File: config.mk
export PLATFORM = sky130hd
export DESIGN_NAME = vcount_gen
export DESIGN_NICKNAME = d
export VERILOG_FILES = /design/src/rtl/vcg_pkg.sv /design/src/rtl/vcg_geom.sv /design/src/rtl/vcg_linectr.sv /design/src/rtl/vcg_map.sv /design/src/rtl/vcount_gen.sv
export SDC_FILE = /design/constraint.sdc
export NUM_CORES = 1
export LEC_CHECK = 0
export ABC_AREA = 1
export BUFFER_PORTS_ARGS = -buffer_cell sky130_fd_sc_hd__clkbuf_2
export CAP_MARGIN = 30
export CELL_PAD_IN_SITES_DETAIL_PLACEMENT = 0
export CELL_PAD_IN_SITES_GLOBAL_PLACEMENT = 1
export CORE_ASPECT_RATIO = 2
export CORE_MARGIN = 5
export CORE_UTILIZATION = 44
export DETAILED_ROUTE_END_ITERATION = 10
export HOLD_SLACK_MARGIN = 0.02
export PLACE_DENSITY = 0.86
export SETUP_SLACK_MARGIN = 0.1
export SLEW_MARGIN = 10
export SYNTH_ARGS = -nofsm -noshare
export SYNTH_HDL_FRONTEND = slang
export SYNTH_SLANG_ARGS = --single-unit
export TNS_END_PERCENT = 20
File: constraint.sdc
create_clock -name clk -period 5.52 [get_ports clk]
set_clock_uncertainty 0.2 [all_clocks]
set_input_delay 0.552 -clock clk [delete_from_list [all_inputs] [get_ports clk]]
set_output_delay 0.552 -clock clk [all_outputs]
set_load 0.02 [all_outputs]
File: src/rtl/vcg_pkg.sv
package vcg_pkg;

  // Width of the internal scanline number (enough for 313 lines).
  localparam int LINE_W = 9;
  // Width of the visible counter.
  localparam int CNT_W  = 8;
  // Interlace field code that selects double-resolution interlace.
  localparam logic [1:0] ILACE_DOUBLE = 2'b11;

  // Frame geometry for the currently selected region and height.
  typedef struct packed {
    logic [LINE_W-1:0] act;    // number of active lines = interrupt line index
    logic [LINE_W-1:0] last;   // index of last line in the frame
    logic [LINE_W-1:0] wrap;   // first line where the backward jump applies
    logic [LINE_W-1:0] sub;    // amount subtracted from the line at/after wrap
  } geom_t;

  // Which part of the frame a line belongs to.
  typedef enum logic [1:0] {
    SEG_ACTIVE = 2'd0,
    SEG_VINT   = 2'd1,
    SEG_BLANK  = 2'd2
  } seg_e;

endpackage

File: src/rtl/vcg_geom.sv
module vcg_geom
  import vcg_pkg::*;
#(
  parameter int NTSC_LINES = 262,
  parameter int PAL_LINES  = 313,
  parameter int ACT_SHORT  = 224,
  parameter int ACT_TALL   = 240,
  parameter int NTSC_WRAP  = 235,
  parameter int PAL_WRAP   = 259,
  parameter int NTSC_SUB   = 6,
  parameter int PAL_SUB    = 56
) (
  input  logic  pal_mode,
  input  logic  tall_mode,
  output geom_t geom
);

  localparam logic [LINE_W-1:0] NTSC_LAST_C = LINE_W'(NTSC_LINES - 1);
  localparam logic [LINE_W-1:0] PAL_LAST_C  = LINE_W'(PAL_LINES - 1);
  localparam logic [LINE_W-1:0] SHORT_C     = LINE_W'(ACT_SHORT);
  localparam logic [LINE_W-1:0] TALL_C      = LINE_W'(ACT_TALL);

  logic tall_eff;

  // The tall active area exists only in the longer region.
  assign tall_eff = pal_mode & tall_mode;

  always_comb begin
    geom.act  = tall_eff ? TALL_C : SHORT_C;
    geom.last = pal_mode ? PAL_LAST_C : NTSC_LAST_C;
    geom.wrap = pal_mode ? LINE_W'(PAL_WRAP) : LINE_W'(NTSC_WRAP);
    geom.sub  = pal_mode ? LINE_W'(PAL_SUB)  : LINE_W'(NTSC_SUB);
  end

endmodule

File: src/rtl/vcg_linectr.sv
module vcg_linectr
  import vcg_pkg::*;
(
  input  logic              clk,
  input  logic              rst_n,
  input  logic              line_strobe,
  input  logic              frame_sync,
  input  logic [LINE_W-1:0] last_line,
  output logic [LINE_W-1:0] line_q,
  output logic [LINE_W-1:0] line_nx,
  output logic              load,
  output logic              start_q
);

  logic at_end;
  logic to_zero;

  // ">=" rather than "==" so a region switch mid-frame cannot strand the
  // counter above the new last line.
  assign at_end  = (line_q >= last_line);
  assign to_zero = frame_sync | (line_strobe & at_end);
  assign load    = frame_sync | line_strobe;

  always_comb begin
    if (to_zero)
      line_nx = '0;
    else if (line_strobe)
      line_nx = line_q + LINE_W'(1);
    else
      line_nx = line_q;
  end

  always_ff @(posedge clk) begin
    if (!rst_n) begin
      line_q  <= '0;
      start_q <= 1'b0;
    end else begin
      line_q  <= line_nx;
      start_q <= to_zero;
    end
  end

endmodule

File: src/rtl/vcg_map.sv
module vcg_map
  import vcg_pkg::*;
#(
  parameter logic [CNT_W-1:0] VINT_CODE       = 8'hE0,
  parameter logic [CNT_W-1:0] VINT_CODE_DOUBLE = 8'hC1
) (
  input  logic              [LINE_W-1:0] line,
  input  geom_t                          geom,
  input  logic              [1:0]        ilace_mode,
  output logic              [CNT_W-1:0]  vc
);

  logic                double;
  seg_e                seg;
  logic [LINE_W-1:0]   base;
  logic [CNT_W-1:0]    act_plain;
  logic [CNT_W-1:0]    act_rot;
  logic [CNT_W-1:0]    blank_plain;
  logic [CNT_W-1:0]    blank_dbl;

  assign double = (ilace_mode == ILACE_DOUBLE);

  always_comb begin
    if (line < geom.act)
      seg = SEG_ACTIVE;
    else if (line == geom.act)
      seg = SEG_VINT;
    else
      seg = SEG_BLANK;
  end

  // Backward jump after the region's wrap point.
  assign base = (line >= geom.wrap) ? (line - geom.sub) : line;

  assign act_plain   = line[CNT_W-1:0];
  assign blank_plain = base[CNT_W-1:0];

  // Doubled line with the overflow bit folded into bit 0: a left rotate of
  // the low byte. Doubled base with bit 0 set: a shift with fill of 1.
  assign act_rot[0]   = line[CNT_W-1];
  assign blank_dbl[0] = 1'b1;
  for (genvar i = 1; i < CNT_W; i++) begin : g_dbl
    assign act_rot[i]   = line[i-1];
    assign blank_dbl[i] = base[i-1];
  end

  always_comb begin
    unique case (seg)
      SEG_ACTIVE: vc = double ? act_rot : act_plain;
      SEG_VINT:   vc = double ? VINT_CODE_DOUBLE : VINT_CODE;
      default:    vc = double ? blank_dbl : blank_plain;
    endcase
  end

endmodule

File: src/rtl/vcount_gen.sv
module vcount_gen
  import vcg_pkg::*;
#(
  parameter int NTSC_LINES = 262,
  parameter int PAL_LINES  = 313,
  parameter int ACT_SHORT  = 224,
  parameter int ACT_TALL   = 240,
  parameter int NTSC_WRAP  = 235,
  parameter int PAL_WRAP   = 259,
  parameter int NTSC_SUB   = 6,
  parameter int PAL_SUB    = 56
) (
  input  logic             clk,
  input  logic             rst_n,
  input  logic             line_strobe,
  input  logic             frame_sync,
  input  logic             pal_mode,
  input  logic             tall_mode,
  input  logic [1:0]       ilace_mode,
  output logic [CNT_W-1:0] vcount,
  output logic [LINE_W-1:0] line_num,
  output logic             frame_start
);

  geom_t              geom;
  logic [LINE_W-1:0]  line_q;
  logic [LINE_W-1:0]  line_nx;
  logic               load;
  logic               start_q;
  logic [CNT_W-1:0]   vc_nx;
  logic [CNT_W-1:0]   vcount_q;

  vcg_geom #(
    .NTSC_LINES(NTSC_LINES), .PAL_LINES(PAL_LINES),
    .ACT_SHORT(ACT_SHORT),   .ACT_TALL(ACT_TALL),
    .NTSC_WRAP(NTSC_WRAP),   .PAL_WRAP(PAL_WRAP),
    .NTSC_SUB(NTSC_SUB),     .PAL_SUB(PAL_SUB)
  ) u_geom (
    .pal_mode  (pal_mode),
    .tall_mode (tall_mode),
    .geom      (geom)
  );

  vcg_linectr u_ctr (
    .clk         (clk),
    .rst_n       (rst_n),
    .line_strobe (line_strobe),
    .frame_sync  (frame_sync),
    .last_line   (geom.last),
    .line_q      (line_q),
    .line_nx     (line_nx),
    .load        (load),
    .start_q     (start_q)
  );

  // Map the line being entered so counter and line number move together.
  vcg_map u_map (
    .line       (line_nx),
    .geom       (geom),
    .ilace_mode (ilace_mode),
    .vc         (vc_nx)
  );

  always_ff @(posedge clk) begin
    if (!rst_n)
      vcount_q <= '0;
    else if (load)
      vcount_q <= vc_nx;
  end

  assign vcount      = vcount_q;
  assign line_num    = line_q;
  assign frame_start = start_q;

endmodule

==> summary.md, run 1 <==
| Metric | Value |
|---|---|
| Synthesized Nets | `305` |
| Worst Hold Path Cells | `2` |
| Pwr/cell area | `141 mW/mm2` |
| Remaining DRCs | `0` |
| Antenna violations before repair | `0` |
| Total CTS buffers | `3` |
| Post-route ant nets | `0` |
| Final setup TNS | `0 ns` |
| Nets | `329` |
| Relative slew slack | `68.6%` |
| Crit Path Max Fanout | `11` |
| Setup WS pre-CTS | `1.31 ns` |
| Tot GR Track Use | `18.8%` |
| R2R cell count | `20` |
| WL/cell | `14.8 um` |
| Fill cells | `456` |
| Die H | `102 um` |
| Worst path most repeated cell | `nor2_1` |
| HP Class | `register to register` |
| Mean Syn Cell Area | `6.59 um2` |
| #FFs+latches synth | `18` |
| Final wirelength | `5260 um` |
| Vias in the first global route | `1857` |
| Commonest cells after routing, fill and taps aside | `58 x nand2_1, 37 x nand3_1, 32 x inv_1, 26 x nor2_1, 25 x clkbuf_2` |
| Outcome | `finished clean` |
| Port-buffer cells | `25` |
| Post-DR vias/cell | `5.48` |
| Rows | `33` |
| Fmax | `254 MHz` |
| Clk sinks | `18` |
| Commonest non-fill, non-tap cell in the layout | `nand2_1` |
| Leak | `1.08 nW` |
| H-tree Lvls | `1` |
| CP max stage cell | `and3_1` |
| Starting Density | `45.3%` |
| Worst EP required | `5.50 ns` |
| Largest net degree at the start of global routing | `20` |
| Core ar. | `0.00409 mm2` |
| Period utilisation layout | `71.3%` |
| Max-Cap Viols | `0` |
| Setup violation total in the final timing report | `0` |
| Die area | `0.00569 mm2` |
| Worst path cell trace | `clkbuf_2 -> inv_1 -> ha_1 -> nor2_1 -> nand2_1 -> nand2_1 -> nand2_1 -> nand2_1 -> nand2_2 -> nand2_4 -> and3_1 -> ha_1 -> inv_1 -> nor2_1 -> nor2_1 -> nor2_1 -> nor2_1 -> nand3_1 -> nand3_1 -> nand3_1 -> a21oi_1` |
| Clock Path Buffers | `2` |
| Synthesis Warnings | `0` |
| Dpl hpwl | `4370 um` |
| Via Count | `1947` |
| Reg area | `360 um2` |
| Slew @ Worst Pin | `0.468 ns` |
| Grt total ovfl | `0` |
| CP Capture Type | `register` |
| Unrepaired setup endpoints after global routing | `no` |
| CTS Root Buffer Type | `clkbuf_8` |
| Postcts setup bufs | `0` |
| Max Transition Viols Final | `0` |
| Drt initial violations | `63` |
| Diodes inserted | `0` |
| Final worst-path setup slack | `1.59 ns` |
| Pre-Repair DR Iteration Count | `4` |
| CP Launch Type | `input pin` |
| TritonCTS clock tree | `done` |
| Layout cell share with drive strength beyond 1 | `19.8%` |
| Period minus WS final | `3.93 ns` |
| Clock Latency Late Sink | `0.25 ns` |
| Post-cts hold buffer count | `0` |
| Post-layout total power | `0.000287 W` |
| Worst vdd ir | `151 uV` |
| Synthesized area | `0.00185 mm2` |
| Ports | `26` |
| # resized after CTS | `0` |
| First-pass GRT wire length | `8450 um` |
| Slowest stage delay, CP | `0.43 ns` |
| Die Wd | `55.9 um` |
| Area growth syn-to-layout | `10.2%` |
| Sequential area share after synthesis | `19.4%` |
| Mapped Cells | `281` |
| Non-Filler Instances | `355` |
| Routability Congestion | `0.888` |
| Final Util | `50.0%` |
| Final Hold Viols | `0` |
| Crit path DAT | `3.91 ns` |
| Unique masters post-synth | `39` |
| Placed cell count | `352` |
| Critical setup path kind | `input pin to register` |
| Area of the multi-input gates | `0.00130 mm2` |
| Clock transition at path regs | `0.06 ns` |
worst paths after layout:
check	startpoint	end	slack (ns)
setup / recovery	pal_mode	vcount[5]	1.59
hold / removal	vcount[0]	vcount[0]	0.27
setup reg to reg	u_ctr.line_q[0]	vcount[5]	1.91
hold reg to reg	vcount[0]	vcount[0]	0.27
logic make-up after synthesis:
kind of cell / count (synthesis) / synth area share (%)
fa+ha+maj: 16 / 11.2
compound gates: 36 / 12.2
buf+inv: 45 / 10.6
flops: 18 / 19.4
simple gates: 157 / 42.1
xor+xnor: 8 / 3.78
mux: 1 / 0.608
worst max-delay path, delay by kind of cell:
| family | cells | cell delay, ns |
|---|---|---|
| and+or+nand+nor | 15 | 1.97 |
| adders and majority gates | 2 | 0.66 |
| buffers and inverters | 3 | 0.56 |
| AOI/OAI and AO/OA | 1 | 0.15 |
cell usage after synthesis:
library cell,instances,share of area [%]
mux2_2,1,0.61
inv_1,32,6.5
nand4_1,6,2.0
nand3_2,4,2.2
nor2_2,2,0.68
clkinv_1,2,0.41
clkbuf_1,1,0.20
inv_4,1,0.34
and2_0,1,0.34
buf_2,1,0.27
nand2_1,58,12
a21oi_1,11,3.0
nor2_1,26,5.3
a21o_2,1,0.47
nand3b_1,2,0.81
o21ai_0,15,4.1
nand3_1,37,10
o211ai_1,2,0.81
ha_1,15,10
xor2_1,8,3.8
a21oi_4,1,0.88
nor3_1,5,1.4
o21ai_4,1,0.88
and3_1,1,0.34
a21oi_2,4,1.9
nor2_4,2,1.2
o21ai_1,1,0.27
fa_1,1,1.1
nor4_1,2,0.68
nor3_2,2,1.1
nand2_4,4,2.4
clkbuf_4,2,0.81
buf_6,1,0.61
clkinv_4,1,0.47
inv_2,3,0.61
buf_4,1,0.41
dfxtp_1,18,19
nand4_2,1,0.68
nand2_2,4,1.4
final cells by class:
cell class                      count  area share, %
Multi-Input combinational cell    218           63.5
Sequential cell                    18           17.6
Inverter                           39           7.54
Timing Repair Buffer               25           6.13
Tap cell                           52           3.19
Clock buffer                        3           2.02
per-layer routing:
| layer | global-route usage, % | share of wire, % | up-vias |
|---|---|---|---|
| met3 | 1.91 | 3.4 | 16 |
| li1 | - | - | 974 |
| met4 | 8.04 | 4.1 | 0 |
| met5 | 0 | 0 | - |
| met2 | 39.1 | 57 | 43 |
| met1 | 18.0 | 35 | 914 |
state kept, by name, summed over array words and instances, names as in the netlist:
name and cells:
u_ctr.line_q 9, vcount 8, u_ctr.start_q 1
where the power goes:
group	switching [W]	internal, W
clock	0.0000404	0.0000484
combinational	0.0000408	0.0000208
sequential	0.00000257	0.000134
metrics by stage:
step / hold slack, ns / instance area [um2]
final: 0.272 / 2040
after floorplan: 0.341 / 1850
after global routing: 0.301 / 2040
after CTS: 0.279 / 2040
after global placement: 0.256 / 2000
after detailed placement: 0.269 / 2000
No activity file was read; power rests on OpenSTA's default activity.
==> inputs of run 2 (changes only) <==
--- a/config.mk
+++ b/config.mk
@@ -12,10 +12,10 @@
 export CELL_PAD_IN_SITES_GLOBAL_PLACEMENT = 1
 export CORE_ASPECT_RATIO = 2
 export CORE_MARGIN = 5
-export CORE_UTILIZATION = 44
+export CORE_UTILIZATION = 41
 export DETAILED_ROUTE_END_ITERATION = 10
 export HOLD_SLACK_MARGIN = 0.02
-export PLACE_DENSITY = 0.86
+export PLACE_DENSITY = 0.81
 export SETUP_SLACK_MARGIN = 0.1
 export SLEW_MARGIN = 10
 export SYNTH_ARGS = -nofsm -noshare
==> constraint.sdc (replaced) <==
create_clock -name clk -period 3.95 [get_ports clk]
set_clock_uncertainty 0.2 [all_clocks]
set_input_delay 0.395 -clock clk [delete_from_list [all_inputs] [get_ports clk]]
set_output_delay 0.395 -clock clk [all_outputs]
set_load 0.02 [all_outputs]
==> run 2 against run 1 <==
Compared with the run above: hold slack worse by 0.0067 ns; sequential share of layout area decreased by 0.46 points; count of clock-buffer cells in the layout unchanged; non-clock buffer count grew 7; combinational power is 42% higher; worst setup slack lost 1.1 ns; via count down 2.8%; sequential cell count unchanged; final cell count is 2.5% higher; utilization down 2.1 points; critical path depth stayed put; critical path type is now register to register; largest cell class unchanged.
==> summary.md, run 2 (same netlist as run 1, synthesis figures left out) <==
| Metric | Value |
|---|---|
| CTS Root Buffer Type | `clkbuf_8` |
| Switching share of power | `29.2% (+0.038 points)` |
| Starting Density | `42.3% (-3.0 points)` |
| TritonCTS clock tree | `done` |
| Remaining DRCs | `0 (unchanged)` |
| Drt initial violations | `29 (-54%)` |
| Via Count | `1892 (-2.8%)` |
| # resized after CTS | `0 (unchanged)` |
| Max reg flops | `9 (unchanged)` |
| H-tree Lvls | `1 (unchanged)` |
| Routability Congestion | `0.880 (-0.97%)` |
| CP Launch Type | `register` |
| Outcome | `finished clean` |
| Pre-Repair DR Iteration Count | `4 (unchanged)` |
| Period minus WS final | `3.48 ns` |
| Reg area | `360 um2 (unchanged)` |
| Internal | `0.000286 W (+40%)` |
| Largest Register | `u_ctr.line_q` |
| Leak | `1.11 nW (+3.1%)` |
| Clk sinks | `18 (unchanged)` |
| Relative slew slack | `69.5% (+0.88 points)` |
| CP Capture Type | `register` |
| Clock power share | `30.9% (about the same)` |
| Comb pwr share | `21.7% (+0.2 points)` |
| Post-route ant nets | `0 (unchanged)` |
| Largest net degree at the start of global routing | `20 (unchanged)` |
| Post-cts hold buffer count | `0 (unchanged)` |
| Die area | `0.00605 mm2 (+6.3%)` |
| Antenna violations before repair | `0 (unchanged)` |
| Critical setup path kind | `register to register` |
| Ports | `26 (unchanged)` |
| Dpl hpwl | `4590 um (+5.0%)` |
| HP Class | `input pin to register` |
| Diodes inserted | `0 (unchanged)` |
| Crit path DAT | `3.47 ns (-0.44 ns)` |
| Port-buffer cells | `25 (unchanged)` |
| Final wirelength | `5410 um (+2.9%)` |
| Final Util | `47.9% (-2.1 points)` |
| Fill cells | `495 (+8.6%)` |
| Setup violation total in the final timing report | `0 (unchanged)` |
| Final Hold Viols | `0 (unchanged)` |
| Max Transition Viols Final | `0 (unchanged)` |
| Vias in the first global route | `1899 (+2.3%)` |
| WL/cell | `14.9 um (+0.33%)` |
| Layout cell share with drive strength beyond 1 | `21.6% (+1.8 points)` |
| Slew @ Worst Pin | `0.454 ns (-0.0132 ns)` |
| Crit Path Max Fanout | `9 (-2)` |
| First-pass GRT wire length | `8850 um (+4.8%)` |
| Die Wd | `57.5 um (+2.9%)` |
| Final setup TNS | `0 ns (unchanged)` |
| Period utilisation layout | `88.1%` |
| Core ar. | `0.00438 mm2 (+7.2%)` |
| Worst EP required | `3.94 ns (-1.56 ns)` |
| Die H | `105 um (+3.2%)` |
| Clock Latency Late Sink | `0.25 ns (about the same)` |
| Postcts setup bufs | `0 (unchanged)` |
| Area of the multi-input gates | `0.00130 mm2 (unchanged)` |
| Tot GR Track Use | `18.4% (-0.36 points)` |
| Switch Pwr | `0.000118 W (+41%)` |
| Clock transition at path regs | `0.07 ns (about the same)` |
| Commonest cells after routing, fill and taps aside | `58 x nand2_1, 37 x nand3_1, 32 x inv_1, 26 x nor2_1, 25 x clkbuf_2` |
| Pwr/cell area | `193 mW/mm2 (+37%)` |
| Register share of total power | `47.3% (-0.3 points)` |
| Clock Path Buffers | `2 (unchanged)` |
| Nets | `336 (+2.1%)` |
| Rows | `34 (+3.0%)` |
| Post-DR vias/cell | `5.20 (-5.2%)` |
| Fmax | `287 MHz` |
| Grt total ovfl | `0 (unchanged)` |
| Unrepaired setup endpoints after global routing | `no` |
| Worst vdd ir | `163 uV (+8.0%)` |
| Max-Cap Viols | `0 (unchanged)` |
| Commonest non-fill, non-tap cell in the layout | `nand2_1` |
| Total CTS buffers | `3 (unchanged)` |
| Area growth syn-to-layout | `13.2%` |
[run 2: cell types whose count changed in the layout (fill, tap and decap cells not counted)]
cell | before | now
buf_4 | 0 | 7
[run 2: metal layers]
| metal | track usage, % | part of all wire (%) | vias up |
|---|---|---|---|
| li1 | - | - | 991 |
| met1 | 17.7 | 35 | 841 |
| met2 | 37.1 | 58 | 42 |
| met3 | 1.36 | 2.5 | 18 |
| met4 | 8.29 | 4.3 | 0 |
| met5 | 0 | 0 | - |
[run 2: stage by stage]
stage / instance area, um2 / setup WS [ns] / power, W / cells / hold WS (ns)
5_1_grt: 2100 / 0.165 / 0.000427 / 364 / 0.296
6_report: 2100 / 0.471 / 0.000404 / 364 / 0.266
3_5_place_dp: 2060 / 0.310 / 0.000284 / 361 / 0.264
4_1_cts: 2100 / 0.469 / 0.000409 / 364 / 0.270
2_1_floorplan: 1850 / 0.770 / 0.000260 / 281 / 0.320
3_3_place_gp: 2060 / 0.332 / 0.000284 / 361 / 0.258
[run 2: worst paths after layout]
| kind | startpoint | endpoint | slack (ns) | cells past startpoint |
|---|---|---|---|---|
| worst max-delay path | u_ctr.line_q[0] | vcount[3] | 0.47 | 21 |
| worst max register to register | u_ctr.line_q[0] | vcount[3] | 0.47 | 21 |
| worst min register to register | vcount[0] | vcount[0] | 0.27 | 2 |
| worst min-delay path | rst_n | vcount[1] | 0.27 | 3 |
[run 2: final cells by class]
cell class / instances / area share (%)
inverter: 39 / 7.34
clock buffer: 3 / 1.97
timing repair buffer: 32 / 8.47
multi-input combinational: 218 / 61.8
tap: 54 / 3.22
sequential: 18 / 17.2
[run 2: worst max-delay path: stages, from the launching register on]
cell and delay, ns:
dfxtp_1 0.45, inv_1 0.08, ha_1 0.27, nor2_1 0.11, nand2_1 0.06, nand2_1 0.05
nand2_1 0.04, nand2_1 0.07, nand2_2 0.07, nand2_4 0.12, and3_1 0.31, ha_1 0.20
inv_1 0.05, nor4_1 0.30, nand2_1 0.09, nor2_1 0.13, nand3_2 0.16, nand3_2 0.19
nand2_1 0.10, nand3_1 0.09, nand3_1 0.15, a21oi_2 0.14
[run 2: power groups by stage]
stage	registers (W)	logic, W	clock network [W]
global placement	0.000195	0.0000887	0
finish	0.000191	0.0000878	0.000125
global route	0.000192	0.000102	0.000134
floorplan	0.000202	0.0000570	0
CTS	0.000191	0.0000890	0.000129
detailed placement	0.000195	0.0000885	0
